$ cat config.mk
export PLATFORM = sky130hd
export DESIGN_NAME = wk_wakeup_det
export DESIGN_NICKNAME = d
export VERILOG_FILES = /design/src/rtl/wk_pkg.sv /design/src/rtl/wk_sync.sv /design/src/rtl/wk_edge.sv /design/src/rtl/wk_regs.sv /design/src/rtl/wk_wakeup_det.sv
export SDC_FILE = /design/constraint.sdc
export NUM_CORES = 1
export LEC_CHECK = 0
export BUFFER_PORTS_ARGS = -buffer_cell sky130_fd_sc_hd__clkbuf_2
export CAP_MARGIN = 20
export CORE_MARGIN = 10
export CORE_UTILIZATION = 59
export DETAILED_ROUTE_END_ITERATION = 12
export PLACE_DENSITY_LB_ADDON = 0.1
export REMOVE_ABC_BUFFERS = 1
export SLEW_MARGIN = 20
export SYNTH_ARGS = -nofsm -noshare
export SYNTH_HDL_FRONTEND = slang
export SYNTH_SLANG_ARGS = --single-unit
$ cat constraint.sdc
create_clock -name clk -period 2.4 [get_ports clk]
set_input_delay 0 -clock clk [delete_from_list [all_inputs] [get_ports clk]]
set_output_delay 0 -clock clk [all_outputs]
set_load 0.02 [all_outputs]
$ cat src/rtl/wk_pkg.sv
package wk_pkg;

  localparam int ADDR_W = 2;

  typedef enum logic [ADDR_W-1:0] {
    SEL_ENABLE = 2'd0,
    SEL_POLAR  = 2'd1,
    SEL_FLAG   = 2'd2,
    SEL_VOID   = 2'd3
  } wk_sel_e;

  // Trigger test for one pin: fall_mode=1 wants 1->0, fall_mode=0 wants 0->1.
  function automatic logic trig_hit(input logic was, input logic now, input logic fall_mode);
    logic rise, fall;
    rise = ~was & now;
    fall = was & ~now;
    return fall_mode ? fall : rise;
  endfunction

  // Next flag bit: a write loads data, a trigger always forces the bit high.
  function automatic logic flag_next(input logic cur, input logic wr, input logic wdat,
                                     input logic hit);
    logic base;
    base = wr ? wdat : cur;
    return base | hit;
  endfunction

endpackage

$ cat src/rtl/wk_sync.sv
module wk_sync #(
  parameter int WIDTH  = 8,
  parameter int STAGES = 2
) (
  input  logic             clk,
  input  logic             rst_n,
  input  logic [WIDTH-1:0] async_i,
  output logic [WIDTH-1:0] sync_o
);

  logic [WIDTH-1:0] chain_q [STAGES];

  generate
    for (genvar s = 0; s < STAGES; s++) begin : g_stage
      if (s == 0) begin : g_first
        always_ff @(posedge clk or negedge rst_n) begin
          if (!rst_n) chain_q[0] <= '0;
          else        chain_q[0] <= async_i;
        end
      end else begin : g_next
        always_ff @(posedge clk or negedge rst_n) begin
          if (!rst_n) chain_q[s] <= '0;
          else        chain_q[s] <= chain_q[s-1];
        end
      end
    end
  endgenerate

  assign sync_o = chain_q[STAGES-1];

endmodule

$ cat src/rtl/wk_edge.sv
module wk_edge
  import wk_pkg::*;
#(
  parameter int NPINS = 8
) (
  input  logic             clk,
  input  logic             rst_n,
  input  logic [NPINS-1:0] level_i,
  input  logic [NPINS-1:0] fall_mode_i,
  output logic [NPINS-1:0] hit_o
);

  logic [NPINS-1:0] last_q;

  always_ff @(posedge clk or negedge rst_n) begin
    if (!rst_n) last_q <= '0;
    else        last_q <= level_i;
  end

  generate
    for (genvar i = 0; i < NPINS; i++) begin : g_pin
      assign hit_o[i] = trig_hit(last_q[i], level_i[i], fall_mode_i[i]);


      hit_needs_change_chk: assert property (@(posedge clk) disable iff (!rst_n)
        hit_o[i] |-> (level_i[i] != $past(level_i[i])));


      hit_polarity_chk: assert property (@(posedge clk) disable iff (!rst_n)
        hit_o[i] |-> (level_i[i] == ~fall_mode_i[i]));
    end
  endgenerate

endmodule

$ cat src/rtl/wk_regs.sv
module wk_regs
  import wk_pkg::*;
#(
  parameter int NPINS = 8
) (
  input  logic              clk,
  input  logic              rst_n,
  input  logic [ADDR_W-1:0] addr_i,
  input  logic              wr_i,
  input  logic [NPINS-1:0]  wdata_i,
  input  logic [NPINS-1:0]  hit_i,
  output logic [NPINS-1:0]  enable_o,
  output logic [NPINS-1:0]  polar_o,
  output logic [NPINS-1:0]  flag_o,
  output logic [NPINS-1:0]  rdata_o
);

  logic [NPINS-1:0] enable_q, polar_q, flag_q, flag_d;
  logic             wr_enable, wr_polar, wr_flag;

  assign wr_enable = wr_i && (addr_i == SEL_ENABLE);
  assign wr_polar  = wr_i && (addr_i == SEL_POLAR);
  assign wr_flag   = wr_i && (addr_i == SEL_FLAG);

  always_ff @(posedge clk or negedge rst_n) begin
    if (!rst_n) begin
      enable_q <= '0;
      polar_q  <= '0;
    end else begin
      if (wr_enable) enable_q <= wdata_i;
      if (wr_polar)  polar_q  <= wdata_i;
    end
  end

  generate
    for (genvar i = 0; i < NPINS; i++) begin : g_flag
      assign flag_d[i] = flag_next(flag_q[i], wr_flag, wdata_i[i], hit_i[i]);
    end
  endgenerate

  // Flags deliberately carry no reset value.
  always_ff @(posedge clk) begin
    flag_q <= flag_d;
  end

  always_comb begin
    unique case (addr_i)
      SEL_ENABLE: rdata_o = enable_q;
      SEL_POLAR:  rdata_o = polar_q;
      SEL_FLAG:   rdata_o = flag_q;
      default:    rdata_o = '0;
    endcase
  end

  assign enable_o = enable_q;
  assign polar_o  = polar_q;
  assign flag_o   = flag_q;


  masks_cleared_chk: assert property (@(posedge clk) disable iff (!rst_n)
    $rose(rst_n) |-> (enable_q == '0 && polar_q == '0));


  hit_wins_chk: assert property (@(posedge clk) disable iff (!rst_n)
    (|hit_i) |=> ((flag_q & $past(hit_i)) == $past(hit_i)));


  flag_sticky_chk: assert property (@(posedge clk) disable iff (!rst_n)
    !wr_flag |=> ((flag_q & $past(flag_q)) == $past(flag_q)));


  flag_load_chk: assert property (@(posedge clk) disable iff (!rst_n)
    (wr_flag && hit_i == '0) |=> (flag_q == $past(wdata_i)));

endmodule

$ cat src/rtl/wk_wakeup_det.sv
module wk_wakeup_det
  import wk_pkg::*;
#(
  parameter int NPINS       = 8,
  parameter int SYNC_STAGES = 2
) (
  input  logic              clk,
  input  logic              rst_n,
  input  logic [NPINS-1:0]  pin_i,
  input  logic [ADDR_W-1:0] reg_addr_i,
  input  logic              reg_wr_i,
  input  logic [NPINS-1:0]  reg_wdata_i,
  output logic [NPINS-1:0]  reg_rdata_o,
  output logic              wake_o
);

  logic [NPINS-1:0] pin_sync;
  logic [NPINS-1:0] pin_hit;
  logic [NPINS-1:0] enable_mask;
  logic [NPINS-1:0] polar_mask;
  logic [NPINS-1:0] flag_bits;
  logic [NPINS-1:0] armed_bits;

  wk_sync #(.WIDTH(NPINS), .STAGES(SYNC_STAGES)) u_sync (
    .clk     (clk),
    .rst_n   (rst_n),
    .async_i (pin_i),
    .sync_o  (pin_sync)
  );

  wk_edge #(.NPINS(NPINS)) u_edge (
    .clk         (clk),
    .rst_n       (rst_n),
    .level_i     (pin_sync),
    .fall_mode_i (polar_mask),
    .hit_o       (pin_hit)
  );

  wk_regs #(.NPINS(NPINS)) u_regs (
    .clk      (clk),
    .rst_n    (rst_n),
    .addr_i   (reg_addr_i),
    .wr_i     (reg_wr_i),
    .wdata_i  (reg_wdata_i),
    .hit_i    (pin_hit),
    .enable_o (enable_mask),
    .polar_o  (polar_mask),
    .flag_o   (flag_bits),
    .rdata_o  (reg_rdata_o)
  );

  assign armed_bits = enable_mask & flag_bits;
  assign wake_o     = |armed_bits;


  flag_ignores_enable_chk: assert property (@(posedge clk) disable iff (!rst_n)
    (|(pin_hit & ~enable_mask)) |=> ((flag_bits & $past(pin_hit)) == $past(pin_hit)));

endmodule

==> impl_metrics.env, run 1 <==
export IMPL_rsz0062_at_grt="false"
export IMPL_ctsLongestPathBuffers=2
export IMPL_root_buffer="clkbuf_4"
export IMPL_place_inst=210
export IMPL_synth_xor_area_share_pct=0
export IMPL_start_util_pct=61.0
export IMPL_multiInputGateArea_sq_um=651
export IMPL_stdcell_area_sq_um=2280
export IMPL_overflow=0
export IMPL_critPathMaxStageDelay_ns=0.42
export IMPL_vias=1216
export IMPL_drcViolationCount=0
export IMPL_min_period_over_period_pct=54.6
export IMPL_rows=20
export IMPL_powerDensity_nw_per_um2=765
export IMPL_status="finished, final reports clean"
export IMPL_tightest_slew_ns=0.954
export IMPL_fmax_ghz=0.763
export IMPL_antennaDiodeCount=0
export IMPL_arrival_ns=1.31
export IMPL_synth_seq_area_share_pct=62.9
export IMPL_crit_type="reg -> out"
export IMPL_wl_met1_microns=1540
export IMPL_wl_met3_microns=186
export IMPL_fin_ws_ns=1.09
export IMPL_crit_chain="a22oi_1 -> nand4_1 -> clkbuf_2"
export IMPL_dieArea_sq_um=5770
export IMPL_preCtsSetupSlack_ns=1.04
export IMPL_cp_end_kind="output port"
export IMPL_path_delay_family="flip-flops"
export IMPL_synth_compound_area_share_pct=7.05
export IMPL_fin_nets=211
export IMPL_fill_cells=218
export IMPL_cpMaxStageDelayCell="dfrtp_1"
export IMPL_grt_pass1_wl_microns=6120
export IMPL_synth_top_cell_by_area="dfrtp_1"
export IMPL_met2_length_microns=1640
export IMPL_viasPerCell=5.17
export IMPL_p_leak_nw=1.08
export IMPL_synth_seq_cells=48
export IMPL_drv_cap=0
export IMPL_drt_pass1_iter_count=4
export IMPL_finalMaxSlewViolations=0
export IMPL_ios=30
export IMPL_final_cells=235
export IMPL_clk_pin_slew_ns=0.13
export IMPL_drive_gt1_share_pct=28.8
export IMPL_ir_drop_v=0.000548
export IMPL_wire_per_inst_microns=14.7
export IMPL_cts_hold_buffers=17
export IMPL_cts_inserted_buffers=5
export IMPL_fin_tns_setup_ns=0
export IMPL_synth_warning_count=0
export IMPL_cts_tree="built"
export IMPL_syn_to_final_growth_pct=23.4
export IMPL_required_ns=2.40
export IMPL_yosys_cell_types_count=17
export IMPL_antenna_found_initial=0
export IMPL_skew_ns=0.00907
export IMPL_setup_viol=0
export IMPL_synth_top_area_share_pct=54.2
export IMPL_fp_dieW_microns=75.9
export IMPL_place_congestion=0.794
export IMPL_routed_top_layer="met4"
export IMPL_postCtsSetupBuffers=0
export IMPL_synth_fa_ha_area_share_pct=0
export IMPL_regArea_sq_um=1160
export IMPL_start_kind="register"
export IMPL_syn_area_sq_um=1850
export IMPL_insertion_delay_ns=0.35
export IMPL_track_usage_pct=12.9
export IMPL_cp_max_fo=3
export IMPL_port_buffers=29
export IMPL_min_path_type="in -> reg"
export IMPL_finalHoldViolations=0
export IMPL_clock_sinks=48
export IMPL_drt_iter0_markers=71
export IMPL_die_y_microns=75.9
export IMPL_ant_nets=0
export IMPL_period_needed_ns=1.31
export IMPL_routed_wl_microns=3450
export IMPL_slew_headroom_pct=36.4
export IMPL_synthMuxAreaShare_pct=18.4
export IMPL_synth_top_family_by_area="multiplexers"
export IMPL_synth_area_leaders="dfrtp_1, mux2_2, dfxtp_1"
export IMPL_cts_max_level=2
export IMPL_synthCells=141
export IMPL_cp_num_buf_inv=1
export IMPL_grt_pass1_vias=1296
export IMPL_dp_final_hpwl_microns=2380
export IMPL_synth_simple_area_share_pct=9.76
export IMPL_grt_max_degree=41
export IMPL_coreArea_sq_um=3030
export IMPL_ctsResizeCount=0
export IMPL_dpl_cell_area_sq_um=2010
export IMPL_syn_area_per_cell_sq_um=13.1
==> sequential cells by signal (all words and copies together) (netlist names) <==
name / flops
u_edge.last_q: 8
u_regs.flag_o: 8
u_regs.polar_o: 8
u_regs.enable_o: 8
u_sync.sync_o: 8
u_sync.chain_q: 8
==> cells by family (layout without fill, tap and decap cells) <==
kind of cell | after synthesis | after routing
AO/OA/AOI/OAI | 20 | 20
flip-flops | 48 | 48
buffers and inverters | 4 | 54
AND/OR/NAND/NOR | 37 | 37
multiplexers | 32 | 32
==> power by group <==
group / internal [mW] / switching, mW / total [mW]
sequential: 0.895 / 0.0685 / 0.964
clock: 0.277 / 0.235 / 0.512
combinational: 0.136 / 0.131 / 0.267
==> cell type report <==
class / count / share of cell area, %
flip-flops and latches: 48 / 51.0
well taps: 44 / 2.42
clock inverters: 1 / 1.32
clock buffers: 7 / 2.86
repair buffers: 46 / 13.8
multi-input cells: 89 / 28.6
==> cell usage in the layout (no fill, tap or decap), types with 2 or more instances in the layout <==
master         instances
nand2_1               24
a22oi_1                4
clkbuf_2              29
dfrtp_1               40
mux2_2                16
clkbuf_8               2
dlygate4sd3_1         17
o21ai_0                8
o211ai_1               8
clkbuf_4               5
mux2i_1               16
dfxtp_1                8
nor2_1                 8
==> routing by layer <==
layer | track usage (%) | up-vias
li1 | - | 595
met4 | 7.39 | 0
met3 | 4.01 | 7
met2 | 20.1 | 36
met5 | 0 | -
met1 | 15.3 | 578
==> synth_stat cells <==
library cell   n
dfrtp_1       40
nand2_1       24
mux2_2        16
mux2i_1       16
dfxtp_1        8
nor2_1         8
o211ai_1       8
o21ai_0        8
a22oi_1        4
buf_6          2
and2b_1        1
buf_4          1
clkbuf_1       1
nand3b_1       1
nand3b_4       1
nand4_1        1
nor3b_4        1
==> through the flow <==
step / total power [mW] / hold WS (ns) / utilization (%)
6_report: 1.74 / 0.128 / 75.2
5_1_grt: 1.84 / 0.135 / 75.2
4_1_cts: 1.76 / 0.116 / 75.2
3_5_place_dp: 1.23 / 0.110 / 66.4
3_3_place_gp: 1.21 / 0.108 / 66.4
2_1_floorplan: 1.12 / -0.296 / -
==> worst paths after layout <==
check / startpoint / end / slack, ns / depth (start not counted)
worst max-delay path: u_regs.enable_o[4] / wake_o / 1.09 / 3
worst min-delay path: reg_wr_i / u_regs.polar_o[4] / 0.13 / 3
worst max register to register: u_regs.polar_o[5] / u_regs.polar_o[5] / 1.57 / 1
worst min register to register: u_sync.chain_q[11] / u_sync.sync_o[3] / 0.37 / 0
max in group asynchronous: rst_n / u_regs.enable_o[3] / 1.51 / 2
min in group asynchronous: rst_n / u_sync.chain_q[14] / 0.31 / 2
Note: power is estimated with default switching activity, not from simulation.
==> run 2: changes to the inputs <==
--- a/config.mk
+++ b/config.mk
@@ -8,7 +8,7 @@
 export BUFFER_PORTS_ARGS = -buffer_cell sky130_fd_sc_hd__clkbuf_2
 export CAP_MARGIN = 20
 export CORE_MARGIN = 10
-export CORE_UTILIZATION = 59
+export CORE_UTILIZATION = 54
 export DETAILED_ROUTE_END_ITERATION = 12
 export PLACE_DENSITY_LB_ADDON = 0.1
 export REMOVE_ABC_BUFFERS = 1
==> constraint.sdc (replaced) <==
create_clock -name clk -period 1.3 [get_ports clk]
set_input_delay 0 -clock clk [delete_from_list [all_inputs] [get_ports clk]]
set_output_delay 0 -clock clk [all_outputs]
set_load 0.02 [all_outputs]
==> run 2 against run 1 <==
Flip-flop and latch count did not move. Largest power group unchanged. Highest routed layer unchanged. Via count rose by 2.7%. Critical endpoint unchanged. Wire length rose by 4.6%.
==> impl_metrics.env, run 2 (same netlist as run 1, synthesis figures left out) <==
export IMPL_viasPerCell=5.16
export IMPL_tightest_slew_ns=0.480
export IMPL_routed_wl_microns=3610
export IMPL_rows=21
export IMPL_cts_tree="built"
export IMPL_die_y_microns=78.5
export IMPL_grt_max_degree=23
export IMPL_drv_cap=0
export IMPL_fin_tns_setup_ns=0
export IMPL_syn_to_final_growth_pct=26.6
export IMPL_period_needed_ns=1.27
export IMPL_cp_end_kind="output port"
export IMPL_clock_sinks=48
export IMPL_cp_max_fo=3
export IMPL_layout_common_cells="dfrtp_1, nand2_1, clkbuf_2"
export IMPL_whs_ns=0.121
export IMPL_fin_nets=216
export IMPL_fp_dieW_microns=78.5
export IMPL_ant_nets=0
export IMPL_cellInternalPower_mw=2.20
export IMPL_ios=30
export IMPL_arrival_ns=1.27
export IMPL_seqPwrFrac_pct=59.4
export IMPL_finalHoldViolations=0
export IMPL_coreArea_sq_um=3310
export IMPL_final_cells=242
export IMPL_setup_viol=0
export IMPL_fmax_ghz=0.790
export IMPL_ctsLongestPathBuffers=2
export IMPL_drt_iter0_markers=70
export IMPL_skew_ns=0.00201
export IMPL_power_frac_comb_pct=17.7
export IMPL_start_util_pct=55.7
export IMPL_rr_worst_depth=3
export IMPL_p_leak_nw=1.10
export IMPL_drt_pass1_iter_count=4
export IMPL_preCtsSetupSlack_ns=0.160
export IMPL_clk_pin_slew_ns=0.12
export IMPL_required_ns=1.30
export IMPL_insertion_delay_ns=0.35
export IMPL_cts_inserted_buffers=5
export IMPL_fin_ws_ns=0.0334
export IMPL_crit_type="reg -> out"
export IMPL_start_kind="register"
export IMPL_port_buffers=29
export IMPL_dieArea_sq_um=6160
export IMPL_rsz0062_at_grt="true"
export IMPL_place_inst=217
export IMPL_antennaDiodeCount=0
export IMPL_track_usage_pct=12.6
export IMPL_drive_gt1_share_pct=34.7
export IMPL_finalMaxSlewViolations=0
export IMPL_powerDensity_nw_per_um2=1300
export IMPL_place_congestion=0.778
export IMPL_p_sw_mw=0.831
export IMPL_vias=1249
export IMPL_timing_rr_end="u_regs.flag_o[0]"
export IMPL_clkPwrFrac_pct=22.9
export IMPL_ir_drop_v=0.000853
export IMPL_min_path_type="in -> async"
export IMPL_reg2reg_from="u_regs.polar_o[0]"
export IMPL_ff2ff_setup_slack_ns=0.48
export IMPL_min_period_over_period_pct=97.4
export IMPL_cts_max_level=2
export IMPL_grt_pass1_vias=1351
export IMPL_slew_headroom_pct=68.0
export IMPL_grt_pass1_wl_microns=6160
export IMPL_root_buffer="clkbuf_4"
export IMPL_wire_per_inst_microns=14.9
export IMPL_overflow=0
export IMPL_status="finished, final reports clean"
export IMPL_antenna_found_initial=0
export IMPL_utilization_pct=70.6
export IMPL_layout_commonest_cell="dfrtp_1"
export IMPL_dp_final_hpwl_microns=2690
export IMPL_p_sw_share_pct=27.4
export IMPL_drcViolationCount=0
-- run 2: worst max path at each step --
stage / start / to / depth (start not counted)
floorplan: u_regs.enable_o[1] / reg_rdata_o[1] / 2
global placement: reg_addr_i[1] / u_regs.enable_o[3] / 3
detailed placement: reg_addr_i[1] / u_regs.enable_o[3] / 3
CTS: u_regs.flag_o[7] / reg_rdata_o[7] / 3
global route: u_regs.enable_o[1] / wake_o / 3
finish: u_regs.enable_o[1] / wake_o / 3
-- run 2: worst max-delay path, cell delays in order (launching register included) --
cell	delay, ns
dfrtp_1	0.43
a22oi_2	0.19
nand4_1	0.13
clkbuf_8	0.18
-- run 2: metal layers --
| metal | GRT usage, % | vias to the layer above | routed length [microns] |
|---|---|---|---|
| met5 | 0 | - | 0 |
| met4 | 4.66 | 0 | 37 |
| met3 | 5.01 | 4 | 170 |
| met2 | 20.1 | 33 | 1780 |
| met1 | 14.9 | 606 | 1620 |
| li1 | - | 606 | - |
-- run 2: through the flow --
step	power (mW)	instance area, sq um
final	3.03	2340
after global routing	3.19	2340
after CTS	3.04	2310
after detailed placement	2.29	2060
after global placement	2.27	2060
after floorplan	2.08	1810
-- run 2: final cells by class --
type	instances	area [sq um]
well taps	46	57.6
multi-input cells	89	671
clock inverters	2	10.0
repair buffers	51	382
clock buffers	6	51.3
flip-flops and latches	48	1170
fillers	247	973
-- run 2: repair_timing --
action / 4_1_cts / 5_1_grt
buffers inserted: 0 / 0
endpoints found under the hold margin: 72 / 0
resized for setup: 4 / 18
cloned: 0 / 0
hold buffers: 17 / 0
pin swaps: 4 / 0
setup endpoints to repair: 1 / 7
-- run 2: power by group through the flow --
| stage | logic [mW] | clock network (mW) | registers, mW |
|---|---|---|---|
| after floorplan | 0.302 | 0 | 1.77 |
| after global placement | 0.460 | 0 | 1.81 |
| after detailed placement | 0.477 | 0 | 1.82 |
| after CTS | 0.527 | 0.720 | 1.79 |
| after global routing | 0.592 | 0.775 | 1.83 |
| final | 0.537 | 0.696 | 1.80 |
